<file path="src/rtl/derand_pkg.sv">
package derand_pkg;
  typedef enum logic {RD_IDLE, RD_SHIFT} rd_state_t;
endpackage

</file>
<file path="src/rtl/derand_slot_pick.sv">
// Finds the lowest-numbered empty slot.
module derand_slot_pick #(
  parameter int NUM_SLOTS = 4,
  localparam int SLOT_W = (NUM_SLOTS > 1) ? $clog2(NUM_SLOTS) : 1
) (
  input  logic [NUM_SLOTS-1:0] occ,
  output logic                 any_free,
  output logic [SLOT_W-1:0]    free_idx
);
  always_comb begin
    any_free = 1'b0;
    free_idx = '0;
    for (int i = NUM_SLOTS - 1; i >= 0; i--) begin
      if (!occ[i]) begin
        any_free = 1'b1;
        free_idx = SLOT_W'(i);
      end
    end
  end
endmodule

</file>
<file path="src/rtl/derand_idx_fifo.sv">
// Small FIFO of slot indices.
module derand_idx_fifo #(
  parameter int DEPTH = 4,
  parameter int W     = 2,
  localparam int PTR_W = (DEPTH > 1) ? $clog2(DEPTH) : 1,
  localparam int CNT_W = $clog2(DEPTH + 1)
) (
  input  logic         clk,
  input  logic         rst_n,
  input  logic         push,
  input  logic [W-1:0] din,
  input  logic         pop,
  output logic [W-1:0] dout,
  output logic         empty,
  output logic         full
);
  logic [W-1:0]     mem [DEPTH];
  logic [PTR_W-1:0] wr_q, wr_d, rd_q, rd_d;
  logic [CNT_W-1:0] cnt_q, cnt_d;

  always_comb begin
    wr_d  = wr_q;
    rd_d  = rd_q;
    cnt_d = cnt_q;
    if (push) wr_d = (wr_q == PTR_W'(DEPTH - 1)) ? '0 : wr_q + 1'b1;
    if (pop)  rd_d = (rd_q == PTR_W'(DEPTH - 1)) ? '0 : rd_q + 1'b1;
    if (push && !pop) cnt_d = cnt_q + 1'b1;
    else if (pop && !push) cnt_d = cnt_q - 1'b1;
  end

  always_ff @(posedge clk or negedge rst_n) begin
    if (!rst_n) begin
      wr_q  <= '0;
      rd_q  <= '0;
      cnt_q <= '0;
    end else begin
      wr_q  <= wr_d;
      rd_q  <= rd_d;
      cnt_q <= cnt_d;
    end
  end

  always_ff @(posedge clk) begin
    if (push) mem[wr_q] <= din;
  end

  assign dout  = mem[rd_q];
  assign empty = (cnt_q == '0);
  assign full  = (cnt_q == CNT_W'(DEPTH));

  // order queues never lose or invent an entry
  assert_no_push_full_R4: assert property (@(posedge clk) disable iff (!rst_n)
    push |-> (!full || pop));
  assert_no_pop_empty_R4: assert property (@(posedge clk) disable iff (!rst_n)
    pop |-> !empty);
endmodule

</file>
<file path="src/rtl/derand_serializer.sv">
// Reads one slot out unit by unit, LSB first.
module derand_serializer
  import derand_pkg::*;
#(
  parameter int NUM_SLOTS = 4,
  parameter int NUM_UNITS = 10,
  parameter int UNIT_W    = 8,
  localparam int SLOT_W  = (NUM_SLOTS > 1) ? $clog2(NUM_SLOTS) : 1,
  localparam int EV_W    = NUM_UNITS * UNIT_W,
  localparam int UNIT_AW = (NUM_UNITS > 1) ? $clog2(NUM_UNITS) : 1
) (
  input  logic               clk,
  input  logic               rst_n,
  input  logic               start_ok,
  input  logic [SLOT_W-1:0]  start_slot,
  input  logic [EV_W-1:0]    ev_data,
  output logic               take,
  output logic               done,
  output logic [SLOT_W-1:0]  cur_slot,
  output logic               ser_valid,
  output logic               ser_data,
  output logic [UNIT_AW-1:0] ser_unit
);
  localparam int BIT_W = (UNIT_W > 1) ? $clog2(UNIT_W) : 1;
  localparam int IDX_W = (EV_W > 1) ? $clog2(EV_W) : 1;

  rd_state_t          state_q, state_d;
  logic [SLOT_W-1:0]  slot_q, slot_d;
  logic [UNIT_AW-1:0] unit_q, unit_d;
  logic [BIT_W-1:0]   bit_q, bit_d;
  logic [IDX_W-1:0]   bit_idx;

  always_comb begin
    state_d = state_q;
    slot_d  = slot_q;
    unit_d  = unit_q;
    bit_d   = bit_q;
    take    = 1'b0;
    done    = 1'b0;
    case (state_q)
      RD_IDLE: begin
        if (start_ok) begin
          take    = 1'b1;
          state_d = RD_SHIFT;
          slot_d  = start_slot;
          unit_d  = '0;
          bit_d   = '0;
        end
      end
      RD_SHIFT: begin
        if (bit_q == BIT_W'(UNIT_W - 1)) begin
          bit_d = '0;
          if (unit_q == UNIT_AW'(NUM_UNITS - 1)) begin
            done    = 1'b1;
            state_d = RD_IDLE;
          end else begin
            unit_d = unit_q + 1'b1;
          end
        end else begin
          bit_d = bit_q + 1'b1;
        end
      end
      default: state_d = RD_IDLE;
    endcase
  end

  always_ff @(posedge clk or negedge rst_n) begin
    if (!rst_n) begin
      state_q <= RD_IDLE;
      slot_q  <= '0;
      unit_q  <= '0;
      bit_q   <= '0;
    end else begin
      state_q <= state_d;
      slot_q  <= slot_d;
      unit_q  <= unit_d;
      bit_q   <= bit_d;
    end
  end

  assign bit_idx   = IDX_W'(unit_q) * IDX_W'(UNIT_W) + IDX_W'(bit_q);
  assign ser_data  = ev_data[bit_idx];
  assign ser_valid = (state_q == RD_SHIFT);
  assign ser_unit  = unit_q;
  assign cur_slot  = slot_q;

  // an event is sent without holes, only valid unit numbers
  assert_contiguous_R7: assert property (@(posedge clk) disable iff (!rst_n)
    (ser_valid && !done) |=> ser_valid);
  assert_unit_range_R7: assert property (@(posedge clk) disable iff (!rst_n)
    ser_valid |-> (ser_unit <= UNIT_AW'(NUM_UNITS - 1)));
  // at least one idle cycle between events
  assert_event_gap_R8: assert property (@(posedge clk) disable iff (!rst_n)
    done |=> !ser_valid);
endmodule

</file>
<file path="src/rtl/derand_buffer_ctrl.sv">
module derand_buffer_ctrl #(
  parameter int NUM_SLOTS = 4,
  parameter int NUM_UNITS = 10,
  parameter int UNIT_W    = 8,
  parameter int ERR_W     = 8,
  localparam int EV_W    = NUM_UNITS * UNIT_W,
  localparam int UNIT_AW = (NUM_UNITS > 1) ? $clog2(NUM_UNITS) : 1
) (
  input  logic               clk,
  input  logic               rst_n,
  input  logic               l1_trig,
  input  logic [EV_W-1:0]    hit_pat,
  input  logic               l2_accept,
  input  logic               l2_reject,
  output logic               busy,
  output logic [ERR_W-1:0]   l1_err_cnt,
  output logic               ser_valid,
  output logic               ser_data,
  output logic [UNIT_AW-1:0] ser_unit
);
  localparam int SLOT_W = (NUM_SLOTS > 1) ? $clog2(NUM_SLOTS) : 1;
  localparam logic [ERR_W-1:0] ERR_MAX = '1;

  // reset: asserted asynchronously, released on the clock
  logic [1:0] rst_sync_q;
  logic       rst_ok_n;
  always_ff @(posedge clk or negedge rst_n) begin
    if (!rst_n) rst_sync_q <= 2'b00;
    else        rst_sync_q <= {rst_sync_q[0], 1'b1};
  end
  assign rst_ok_n = rst_sync_q[1];

  logic [NUM_SLOTS-1:0] occ_q, occ_d;
  logic [ERR_W-1:0]     err_q, err_d;
  logic [EV_W-1:0]      slot_mem [NUM_SLOTS];
  logic                 any_free, store;
  logic [SLOT_W-1:0]    free_idx, pend_head, rd_head, cur_slot;
  logic                 pend_empty, pend_full, pend_pop;
  logic                 rd_empty, rd_full, rd_take, rd_done;
  logic                 acc, rej;

  derand_slot_pick #(.NUM_SLOTS(NUM_SLOTS)) u_pick (
    .occ(occ_q), .any_free(any_free), .free_idx(free_idx));

  assign busy     = !any_free;
  assign store    = l1_trig && any_free;
  assign pend_pop = (l2_accept || l2_reject) && !pend_empty;
  assign acc      = pend_pop && l2_accept;   // accept wins a tie
  assign rej      = pend_pop && !l2_accept;

  derand_idx_fifo #(.DEPTH(NUM_SLOTS), .W(SLOT_W)) u_pending (
    .clk(clk), .rst_n(rst_ok_n), .push(store), .din(free_idx),
    .pop(pend_pop), .dout(pend_head), .empty(pend_empty), .full(pend_full));

  derand_idx_fifo #(.DEPTH(NUM_SLOTS), .W(SLOT_W)) u_accepted (
    .clk(clk), .rst_n(rst_ok_n), .push(acc), .din(pend_head),
    .pop(rd_take), .dout(rd_head), .empty(rd_empty), .full(rd_full));

  derand_serializer #(.NUM_SLOTS(NUM_SLOTS), .NUM_UNITS(NUM_UNITS), .UNIT_W(UNIT_W)) u_ser (
    .clk(clk), .rst_n(rst_ok_n), .start_ok(!rd_empty), .start_slot(rd_head),
    .ev_data(slot_mem[cur_slot]), .take(rd_take), .done(rd_done),
    .cur_slot(cur_slot), .ser_valid(ser_valid), .ser_data(ser_data),
    .ser_unit(ser_unit));

  always_comb begin
    occ_d = occ_q;
    if (store)   occ_d[free_idx] = 1'b1;
    if (rej)     occ_d[pend_head] = 1'b0;
    if (rd_done) occ_d[cur_slot] = 1'b0;
    err_d = err_q;
    if (l1_trig && !any_free && (err_q != ERR_MAX)) err_d = err_q + 1'b1;
  end

  always_ff @(posedge clk or negedge rst_ok_n) begin
    if (!rst_ok_n) begin
      occ_q <= '0;
      err_q <= '0;
    end else begin
      occ_q <= occ_d;
      err_q <= err_d;
    end
  end

  always_ff @(posedge clk) begin
    if (store) slot_mem[free_idx] <= hit_pat;
  end

  assign l1_err_cnt = err_q;

  // a trigger taken with no release in the same cycle adds one held slot
  assert_store_adds_slot_R1: assert property (@(posedge clk) disable iff (!rst_ok_n)
    (store && !rej && !rd_done) |=> ($countones(occ_q) == $past($countones(occ_q)) + 1));
  // lost trigger counted, buffer untouched
  assert_lost_counted_R3: assert property (@(posedge clk) disable iff (!rst_ok_n)
    (l1_trig && busy && (err_q != ERR_MAX)) |=> (err_q == $past(err_q) + 1'b1));
  assert_lost_not_stored_R3: assert property (@(posedge clk) disable iff (!rst_ok_n)
    (l1_trig && busy && !rej && !rd_done) |=> (occ_q == $past(occ_q)));
  // rejected slot freed next cycle
  assert_reject_frees_R6: assert property (@(posedge clk) disable iff (!rst_ok_n)
    rej |=> !occ_q[$past(pend_head)]);
  // read-out slot freed after its last bit
  assert_readout_frees_R9: assert property (@(posedge clk) disable iff (!rst_ok_n)
    rd_done |=> !occ_q[$past(cur_slot)]);
  // order queues never hold more entries than slots
  assert_queues_fit_R2: assert property (@(posedge clk) disable iff (!rst_ok_n)
    (pend_full || rd_full) |-> busy);
endmodule

</file>
<file path="config.mk">
export PLATFORM = sky130hd
export DESIGN_NAME = derand_buffer_ctrl
export DESIGN_NICKNAME = d
export VERILOG_FILES = /design/src/rtl/derand_pkg.sv /design/src/rtl/derand_slot_pick.sv /design/src/rtl/derand_idx_fifo.sv /design/src/rtl/derand_serializer.sv /design/src/rtl/derand_buffer_ctrl.sv
export SDC_FILE = /design/constraint.sdc
export NUM_CORES = 1
export LEC_CHECK = 0
export ABC_AREA = 1
export ABC_CLOCK_PERIOD_IN_PS = 1650
export BUFFER_PORTS_ARGS = -buffer_cell sky130_fd_sc_hd__buf_2
export CORE_ASPECT_RATIO = 0.5
export CORE_MARGIN = 2
export CORE_UTILIZATION = 50
export CTS_BUF_LIST = sky130_fd_sc_hd__clkbuf_2
export DETAILED_ROUTE_END_ITERATION = 10
export PLACE_DENSITY_LB_ADDON = 0.05
export SLEW_MARGIN = 20
export SYNTH_ARGS = -nofsm -noshare
export SYNTH_HDL_FRONTEND = slang
export SYNTH_SLANG_ARGS = --single-unit
</file>
<file path="constraint.sdc">
create_clock -name clk -period 1.65 [get_ports clk]
set_input_delay 0.2475 -clock clk [delete_from_list [all_inputs] [get_ports clk]]
set_output_delay 0.2475 -clock clk [all_outputs]
set_load 0.005 [all_outputs]
</file>
==> results.cfg, run 1 <==
[status]
status = complete, but fails checks
violations = setup timing

[sta]
worstMarginPinSlew_ns = 0.5610
hold_viol_final = 0
maxSlewViolCount = 0
fmax_mhz = 295.4
setup_viol = 183
relSlewSlack_pct = 62.56
finalClockSkew_ns = 0.04951
setup_ws_ns = -1.735
period_minus_slack_ns = 3.385
fin_crit_sh_pct = 205.2
rsz0062_at_grt = yes

[logic_synthesis]
syn_area_um2 = 15250
syn_area_per_cell_um2 = 11.89
synthCells = 1282
synth_top_family_by_area = simple AND/OR/NAND/NOR gates
yosysSeqAreaShare_pct = 72.42
syn-num-nets = 1386
synth_cell_types = 38
yosysWarnings = 0
synthXorXnorAreaFrac_pct = 0.6319
synth_fa_ha_area_share_pct = 1.658
synth_compound_area_share_pct = 3.053
muxShareOfSynthArea_pct = 0.1477
ys_ff_latch = 374
yosys.area_share.simple_pct = 18.45

[final_layout]
finalNetCount = 1879
instances_no_fill = 2233
stdcell_area_um2 = 21510
layout_common_cells = 453 x nand2_1, 336 x edfxtp_1, 168 x dlygate4sd3_1
layout_commonest_cell = nand2_1
drive_above_1_share_pct = 28.48
final_core_util_pct = 71.26
syn2layout_area_growth_pct = 41.07

[global_routing]
grt_antenna_before_repair = 1
grt_pass1_wl_um = 66650
grt_pass1_vias = 11780
grt_start_max_net_pins = 38
overflow = 0
grt_usage_pct = 28.06

[detailed_routing]
viasPerCell = 5.360
drcViolationCount = 0
drt-total-wl_um = 45210
ant_nets = 0
vias = 11970
drt-pass1-iter-count = 5
drt_iter0_markers = 1256
wl_per_cell_um = 20.25

[worst_setup_path]
end_kind = primary output
criticalPathCategory = flip-flop to primary output
timing.rr.end = u_pending.cnt_q[1]
worst-r2r-setup-slack_ns = -0.21
worst-path-max-fanout = 8
cp.arrival_ns = 3.14
worstPathRequired_ns = 1.40
rr_worst_depth = 8
critPathLaunchType = flip-flop
r2r_start = occ_q[0]

[clocking]
clockBufferDepth = 3
cts-buffers-inserted = 83
clkTransAtPathRegs_ns = 0.12
cts_tree = yes
insertion_delay_ns = 1.02
cts_root_buf = clkbuf_2
numClockSinks = 374
cts_max_level = 3

[place]
dp_slack_ns = -0.7437
dpl-instance-area_um2 = 17120
place_inst = 1829
hpwl_um = 23350
numPortBuffers = 99
gp_congestion = 0.7957

[die]
coreArea_um2 = 30180
num_rows = 45
die_w_um = 251.0
start_util_pct = 50.52
io_pins = 100
die_h_um = 127.5
die_area_um2 = 31990

[pwr]
p_int_w = 0.02270
ir_drop_mv = 1.056
p_sw_w = 0.01370
clock_power_share_pct = 15.9
combPwrFrac_pct = 46.5
power_density_nw_per_um2 = 1692
sw_frac_of_total_pct = 37.64
power_leakage_nw = 8.719
p_total_w = 0.03640
pwr-share-seq_pct = 37.6

[hold_path]
worst_hold_path_type = input port to flip-flop
min_to = slot_mem[0][4]
hp-start = hit_pat[4]
whs_path_depth = 2

[flow_run]
max_cap_violations = 0
worst max-delay path, stage by stage (launching register included):
cell and delay, ns:
dfrtp_2 0.43, buf_6 0.15, inv_12 0.05, buf_12 0.14, nor2_4 0.16, buf_8 0.17, nand2_2 0.07, nand3_2 0.08
nand3_2 0.08, nand3_2 0.12, nand3_2 0.08, nand2_2 0.10, nand2_1 0.05, nand2_1 0.06, inv_1 0.05, nand2_2 0.08
nand2_2 0.05, nand2_2 0.08, buf_2 0.11
worst max-delay path by stage:
stage	start	to	slack, ns	cells after the start
6_report	u_ser.cur_slot[0]	ser_data	-1.73	18
5_1_grt	u_ser.cur_slot[0]	ser_data	-1.89	18
4_1_cts	u_ser.cur_slot[0]	ser_data	-1.72	15
3_5_place_dp	u_ser.cur_slot[0]	ser_data	-0.74	16
3_3_place_gp	u_ser.cur_slot[0]	ser_data	-0.76	16
2_1_floorplan	occ_q[0]	slot_mem[3][0]	-1.31	2
registers in the layout, indices dropped and copies added, names as in the netlist:
name / count
u_ser.cur_slot: 2
u_accepted.wr_q: 2
u_accepted.rd_q: 2
u_pending.wr_q: 2
l1_err_cnt: 8
u_ser.bit_q: 3
u_accepted.cnt_q: 3
u_ser.ser_valid: 1
u_ser.ser_unit: 4
u_pending.rd_q: 2
occ_q: 4
u_accepted.mem: 8
u_pending.mem: 8
slot_mem: 320
rst_sync_q: 2
u_pending.cnt_q: 3
layout make-up:
| type | count | area (um2) |
|---|---|---|
| fill | 2123 | 8672 |
| timing repair buffer | 466 | 4882 |
| multi-input combinational | 786 | 4085 |
| clock buffer | 126 | 630.6 |
| clock inverter | 17 | 93.84 |
| sequential | 374 | 11050 |
| inverter | 64 | 266.5 |
| antenna | 1 | 2.502 |
| tap | 399 | 499.2 |
metrics by stage:
stage,TNS [ns],hold slack (ns)
4_1_cts,-17.76,0.002630
2_1_floorplan,-318.96,-0.04809
3_5_place_dp,-6.015,0.03301
3_3_place_gp,-5.126,0.03212
5_1_grt,-36.87,0.001604
6_report,-20.85,0.06817
cells in the mapped netlist (all sizes together):
cell type    n  share of area [%]
xor2         5               0.29
o32ai        2               0.11
a22oi       12               0.59
xnor2        6               0.34
nand4       46                1.9
o21ai       21               0.69
inv         63                1.6
ha          17                1.4
nor3         5               0.16
o211ai       3               0.15
a221oi       1              0.057
a211oi       1              0.049
nand3b       2              0.098
nand2      467                 12
a41oi        3               0.17
a32oi        2               0.11
nor2        45                1.1
clkinv       1              0.025
conb         1              0.025
clkbuf       9               0.22
edfxtp     336                 66
o22ai        2              0.082
nand3      111                3.6
o21bai       1              0.049
mux2         2               0.15
dfrtp       38                6.2
a21oi       27               0.89
a31oi        1              0.041
o221ai       1              0.057
fa           2               0.26
buf         49                1.8
power groups by stage:
stage | combinational, W | clock [W] | sequential (W)
after floorplan | 0.00638 | 0 | 0.0139
after global placement | 0.0112 | 0 | 0.0138
after detailed placement | 0.0114 | 0 | 0.0139
after CTS | 0.0156 | 0.00585 | 0.0136
after global routing | 0.0181 | 0.00634 | 0.0138
final | 0.0169 | 0.00579 | 0.0137
layer usage:
layer  global-route usage [%]  vias up  wire, um
li1                         -     5514         -
met1                    40.23     5831     20060
met2                    43.02      547     20320
met3                    6.785       76      4085
met4                    8.403        0       745
met5                        0        -         0
timing repair:
item | in CTS | in global routing
buffers inserted | 54 | 19
resized for setup | 115 | 85
hold buffers | 162 | 6
gates cloned | 20 | 10
endpoints found under the setup margin | 117 | 241
pin swaps | 47 | 33
hold endpoints to repair | 369 | 19
cells by family after synthesis:
family / after synthesis
xor gates and xnor gates: 11
and+or+nand+nor: 676
muxes: 2
adders and majority gates: 19
DFF: 374
other: 1
AOI/OAI and AO/OA: 77
buffers and inverters: 122
Note: power is estimated with default switching activity, not from simulation.
==> inputs of run 2 (changes only) <==
--- a/config.mk
+++ b/config.mk
@@ -8,7 +8,7 @@
 export ABC_AREA = 1
 export ABC_CLOCK_PERIOD_IN_PS = 1650
 export BUFFER_PORTS_ARGS = -buffer_cell sky130_fd_sc_hd__buf_2
-export CORE_ASPECT_RATIO = 0.5
+export CORE_ASPECT_RATIO = 0.75
 export CORE_MARGIN = 2
 export CORE_UTILIZATION = 50
 export CTS_BUF_LIST = sky130_fd_sc_hd__clkbuf_2
==> results.cfg, run 2 (synthesized netlist as in run 1, its figures left out) <==
[global_routing]
grt_pass1_vias = 11290
grt_usage_pct = 26.12
grt_antenna_before_repair = 1
grt_start_max_net_pins = 46
overflow = 0
grt_pass1_wl_um = 62570

[worst_setup_path]
critPathLaunchType = flip-flop
worstPathRequired_ns = 1.40
worst-r2r-setup-slack_ns = -0.23
rr_worst_depth = 12
cp.arrival_ns = 3.09
r2r_start = u_ser.bit_q[1]
timing.rr.end = u_ser.ser_unit[3]
end_kind = primary output
crit_chain = buf_12, nor2_4, buf_6, buf_8, buf_8, nand2_1, nand4_1, nand3_1, nand3_1, nand3_1, nand2_1, nand2_1, nand2_1, inv_2, nand2_2, nand2_2, nand2_2, buf_6
path_buf_inv = 6
criticalPathCategory = flip-flop to primary output
cpPeakStageDelay_ns = 0.48
cp_slowest_cell = dfrtp_2
path_depth = 18
cpMostUsedCell = nand2_1
path_delay_family = simple AND/OR/NAND/NOR gates
worst-path-max-fanout = 5

[detailed_routing]
drcViolationCount = 0
vias = 11450
wl_per_cell_um = 19.11
drt_iter0_markers = 913
drt-total-wl_um = 42370
viasPerCell = 5.166
top_layer_used = met4
wl_met1_um = 18970
wl_met2_um = 19650
wl_met3_um = 2964
drt-pass1-iter-count = 7
ant_nets = 0

[clocking]
cts_tree = yes
numClockSinks = 374
insertion_delay_ns = 0.95
cts_root_buf = clkbuf_2
cts_max_level = 3
cts-buffers-inserted = 89
clkTransAtPathRegs_ns = 0.12
clockBufferDepth = 3

[place]
hpwl_um = 24340
dpl-instance-area_um2 = 17480
place_inst = 1857
numPortBuffers = 99
gp_congestion = 0.7964

[sta]
relSlewSlack_pct = 63.91
period_minus_slack_ns = 3.337
finalClockSkew_ns = 0.03718
fin_hold_ws_ns = 0.06501
maxSlewViolCount = 0
fmax_mhz = 299.7
worstMarginPinSlew_ns = 0.5401
fin_crit_sh_pct = 202.2
hold_viol_final = 0
rsz0062_at_grt = yes
setup_ws_ns = -1.687
setup_viol = 96
tns_ns = -14.26

[die]
num_rows = 55
start_util_pct = 50.70
die_w_um = 205.6
die_h_um = 155.2
coreArea_um2 = 30070
die_area_um2 = 31920
io_pins = 100

[hold_path]
worst_hold_path_type = input port to flip-flop
hp-start = hit_pat[8]
whs_path_depth = 2
min_to = slot_mem[2][8]

[final_layout]
layout_commonest_cell = nand2_1
instances_no_fill = 2217
regMostFlops = slot_mem
largest_register_ffs = 320
layout_common_cells = 449 x nand2_1, 336 x edfxtp_1, 139 x clkbuf_2
drive_above_1_share_pct = 30.16
nFillCells = 2186
stdcell_area_um2 = 21070
finalNetCount = 1857
syn2layout_area_growth_pct = 38.18

[status]
violations = setup timing
status = complete, but fails checks

[pwr]
power_density_nw_per_um2 = 1704
power_leakage_nw = 8.635
ir_drop_mv = 0.8773

[flow_run]
max_cap_violations = 0
-- run 2: what timing repair did --
action	in CTS	in global routing
endpoints found under the hold margin	396	0
gates cloned	8	11
endpoints found under the setup margin	70	231
hold buffers	126	0
resized for setup	84	71
pin swaps	31	27
buffers inserted	43	22
-- run 2: power by group --
part	internal, W	leakage, nW	total [W]	switching (W)
Clock	0.00235	0.620	0.00594	0.00358
Combinational	0.00751	4.50	0.0163	0.00882
Sequential	0.0129	3.51	0.0136	0.000727
Total	0.0228	8.64	0.0359	0.0131
-- run 2: stage by stage --
step | worst slack (ns) | power [W] | util [%]
2_1_floorplan | -1.315 | 0.02025 | -
3_3_place_gp | -0.7300 | 0.02594 | 58.13
3_5_place_dp | -0.7283 | 0.02602 | 58.13
4_1_cts | -1.655 | 0.03432 | 67.83
5_1_grt | -1.853 | 0.03796 | 70.05
6_report | -1.687 | 0.03590 | 70.05
-- run 2: metal layers --
layer  vias up  GRT usage [%]
met1      5552          37.08
met5         -              0
met4         0          8.565
met2       382          40.80
li1       5460              -
met3        59          5.153
-- run 2: cell type report --
type / count / area, um2 / share of cell area (%)
inverter: 64 / 259.0 / 1.229
clock inverter: 16 / 95.09 / 0.4514
tap: 399 / 499.2 / 2.370
antenna: 1 / 2.502 / 0.01188
sequential: 374 / 11050 / 52.43
timing repair buffer: 438 / 4438 / 21.07
clock buffer: 139 / 695.7 / 3.302
multi-input combinational: 786 / 4031 / 19.14
-- run 2: worst max path at each step --
| stage | from | to | slack [ns] |
|---|---|---|---|
| 6_report | u_ser.cur_slot[0] | ser_data | -1.69 |
| 5_1_grt | u_ser.cur_slot[0] | ser_data | -1.85 |
| 4_1_cts | u_ser.cur_slot[1] | ser_data | -1.65 |
| 3_5_place_dp | u_ser.cur_slot[1] | ser_data | -0.73 |
| 3_3_place_gp | u_ser.cur_slot[1] | ser_data | -0.73 |
| 2_1_floorplan | occ_q[0] | slot_mem[3][0] | -1.31 |
==> inputs of run 3 (changes only) <==
--- a/config.mk
+++ b/config.mk
@@ -5,10 +5,9 @@
 export SDC_FILE = /design/constraint.sdc
 export NUM_CORES = 1
 export LEC_CHECK = 0
-export ABC_AREA = 1
 export ABC_CLOCK_PERIOD_IN_PS = 1650
 export BUFFER_PORTS_ARGS = -buffer_cell sky130_fd_sc_hd__buf_2
-export CORE_ASPECT_RATIO = 0.75
+export CORE_ASPECT_RATIO = 1.4
 export CORE_MARGIN = 2
 export CORE_UTILIZATION = 50
 export CTS_BUF_LIST = sky130_fd_sc_hd__clkbuf_2
==> results.cfg, run 3 <==
[final_layout]
largest_register_ffs = 320
layout_common_cells = 336 x edfxtp_1, 118 x clkbuf_2, 90 x mux4_2
instances_no_fill = 1540
drive_above_1_share_pct = 44.64
nFillCells = 2135
layout_commonest_cell = edfxtp_1
regMostFlops = slot_mem
syn2layout_area_growth_pct = 28.12
finalNetCount = 1202

[sta]
fmax_mhz = 268.0
finalClockSkew_ns = 0.07268
worstMarginPinSlew_ns = 0.5615
tns_ns = -5.243
setup_viol = 24
hold_viol_final = 0
rsz0062_at_grt = yes
setup_ws_ns = -2.081
fin_crit_sh_pct = 226.1
period_minus_slack_ns = 3.731
relSlewSlack_pct = 62.08
maxSlewViolCount = 0

[status]
violations = setup timing
status = complete, but fails checks

[detailed_routing]
vias = 8337
drt_iter0_markers = 451
wl_per_cell_um = 21.09
drcViolationCount = 0
viasPerCell = 5.414
drt-total-wl_um = 32480
drt-pass1-iter-count = 5
ant_nets = 0

[place]
numPortBuffers = 99
hpwl_um = 21080
place_inst = 1276
dp_slack_ns = -1.352
gp_congestion = 0.7761

[logic_synthesis]
ys_top_cells_by_count = 336 x edfxtp_1, 90 x mux4_2, 38 x dfrtp_1
synth_area_leaders = edfxtp_1 68%, mux4_2 14%, dfrtp_1 6.4%, ha_1 1.4%, mux2i_1 0.88%
synth_top_family_by_area = multiplexers
yosysMostFrequentCell = edfxtp_1
synth_fa_ha_area_share_pct = 1.701
syn_area_per_cell_um2 = 20.33
synthCells = 731
synthXorXnorAreaFrac_pct = 0.9431
synth_edf_count = 336
synth_top_area_share_pct = 67.90
synth_cell_types = 52
yosys.area_share.simple_pct = 3.823
ys_ff_latch = 374
ys_async_sr_fraction_pct = 10.16
syn_area_um2 = 14860
synth_compound_area_share_pct = 2.139
syn-num-nets = 835
muxShareOfSynthArea_pct = 15.27
synthFlopType = edfxtp_1
yosysTopAreaCell = edfxtp_1
yosysSeqAreaShare_pct = 74.30
yosysWarnings = 0

[die]
die_area_um2 = 31130
num_rows = 74
io_pins = 100
coreArea_um2 = 29260
die_h_um = 208.0
start_util_pct = 50.79
die_w_um = 149.7

[clocking]
cts-buffers-inserted = 84
clockBufferDepth = 3
cts_tree = yes
cts_root_buf = clkbuf_2
numClockSinks = 374
cts_max_level = 3
insertion_delay_ns = 0.90
clkTransAtPathRegs_ns = 0.12

[worst_setup_path]
end_kind = primary output
worst-path-max-fanout = 13
critPathLaunchType = flip-flop
cp.arrival_ns = 3.48
worstPathRequired_ns = 1.40
criticalPathCategory = flip-flop to primary output

[global_routing]
grt_pass1_wl_um = 50000
grt_start_max_net_pins = 37
grt_antenna_before_repair = 4
grt_pass1_vias = 9203
overflow = 0
grt_usage_pct = 21.37

[pwr]
power_density_nw_per_um2 = 1253
power_leakage_nw = 7.057
ir_drop_mv = 0.7977

[flow_run]
max_cap_violations = 0

[hold_path]
worst_hold_path_type = input port to flip-flop
-- run 3: final timing paths --
check,start,end,slack [ns],cells after the start
max,u_ser.cur_slot[0],ser_data,-2.08,9
max reg2reg,u_pending.cnt_q[1],u_accepted.cnt_q[1],-0.34,6
min,hit_pat[77],slot_mem[2][77],0.1,2
min in group asynchronous,rst_sync_q[1],u_pending.rd_q[0],0.18,1
max in group asynchronous,rst_sync_q[1],u_ser.cur_slot[0],1.22,1
min reg2reg,rst_sync_q[1],u_pending.rd_q[0],0.18,1
-- run 3: cells by family after synthesis --
| group | count (synthesis) |
|---|---|
| AOI/OAI and AO/OA | 46 |
| xor gates and xnor gates | 16 |
| adders and majority gates | 19 |
| buffers and inverters | 53 |
| DFF | 374 |
| muxes | 113 |
| other | 1 |
| and+or+nand+nor | 109 |
-- run 3: what timing repair did --
item,4_1_cts,5_1_grt
pin swaps,12,16
gates cloned,0,0
buffers inserted,27,7
hold endpoints to repair,354,0
hold buffers,86,0
setup endpoints to repair,35,34
gates resized for setup,60,23
-- run 3: power by group --
group          leakage, nW  internal [W]  switching (W)  total (W)
Combinational         3.01       0.00288        0.00266    0.00554
Clock                0.557       0.00206        0.00343    0.00549
Sequential            3.49        0.0123       0.000526     0.0128
Total                 7.06        0.0172        0.00662     0.0239
-- run 3: area by class of cell --
cell class / count / area (um2) / share of cell area, %
antenna: 4 / 10.01 / 0.05258
clock buffer: 118 / 590.6 / 3.102
clock inverter: 26 / 125.1 / 0.6572
inverter: 16 / 60.06 / 0.3155
multi-input combinational: 304 / 3855 / 20.25
sequential: 374 / 11050 / 58.07
tap: 380 / 475.5 / 2.498
timing repair buffer: 318 / 2867 / 15.06
-- run 3: per-stage QoR --
stage | power (W) | cell area [um2] | util, % | hold slack, ns
floorplan | 0.01534 | 15020 | - | -0.04809
CTS | 0.02394 | 18910 | 64.63 | 0.0005005
global route | 0.02507 | 19030 | 65.06 | 0.01806
detailed placement | 0.01766 | 16880 | 57.69 | 0.03313
finish | 0.02385 | 19040 | 65.07 | 0.09956
global placement | 0.01738 | 16880 | 57.69 | 0.03212
-- run 3: layer usage --
layer | up-vias | routed length, um | GRT usage, %
li1 | 3783 | - | -
met1 | 4272 | 12680 | 26.60
met2 | 229 | 17600 | 37.35
met3 | 53 | 1621 | 4.452
met4 | 0 | 573 | 7.027
met5 | - | 0 | 0
-- run 3: worst max-delay path, stage by stage, from the launching register on --
cell     delay [ns]
dfrtp_4        0.55
buf_12         0.18
buf_4          0.15
buf_4          0.13
mux4_2         0.34
o22ai_1        0.09
o41ai_1        0.55
and4_4         0.34
a211o_1        0.15
buf_2          0.13
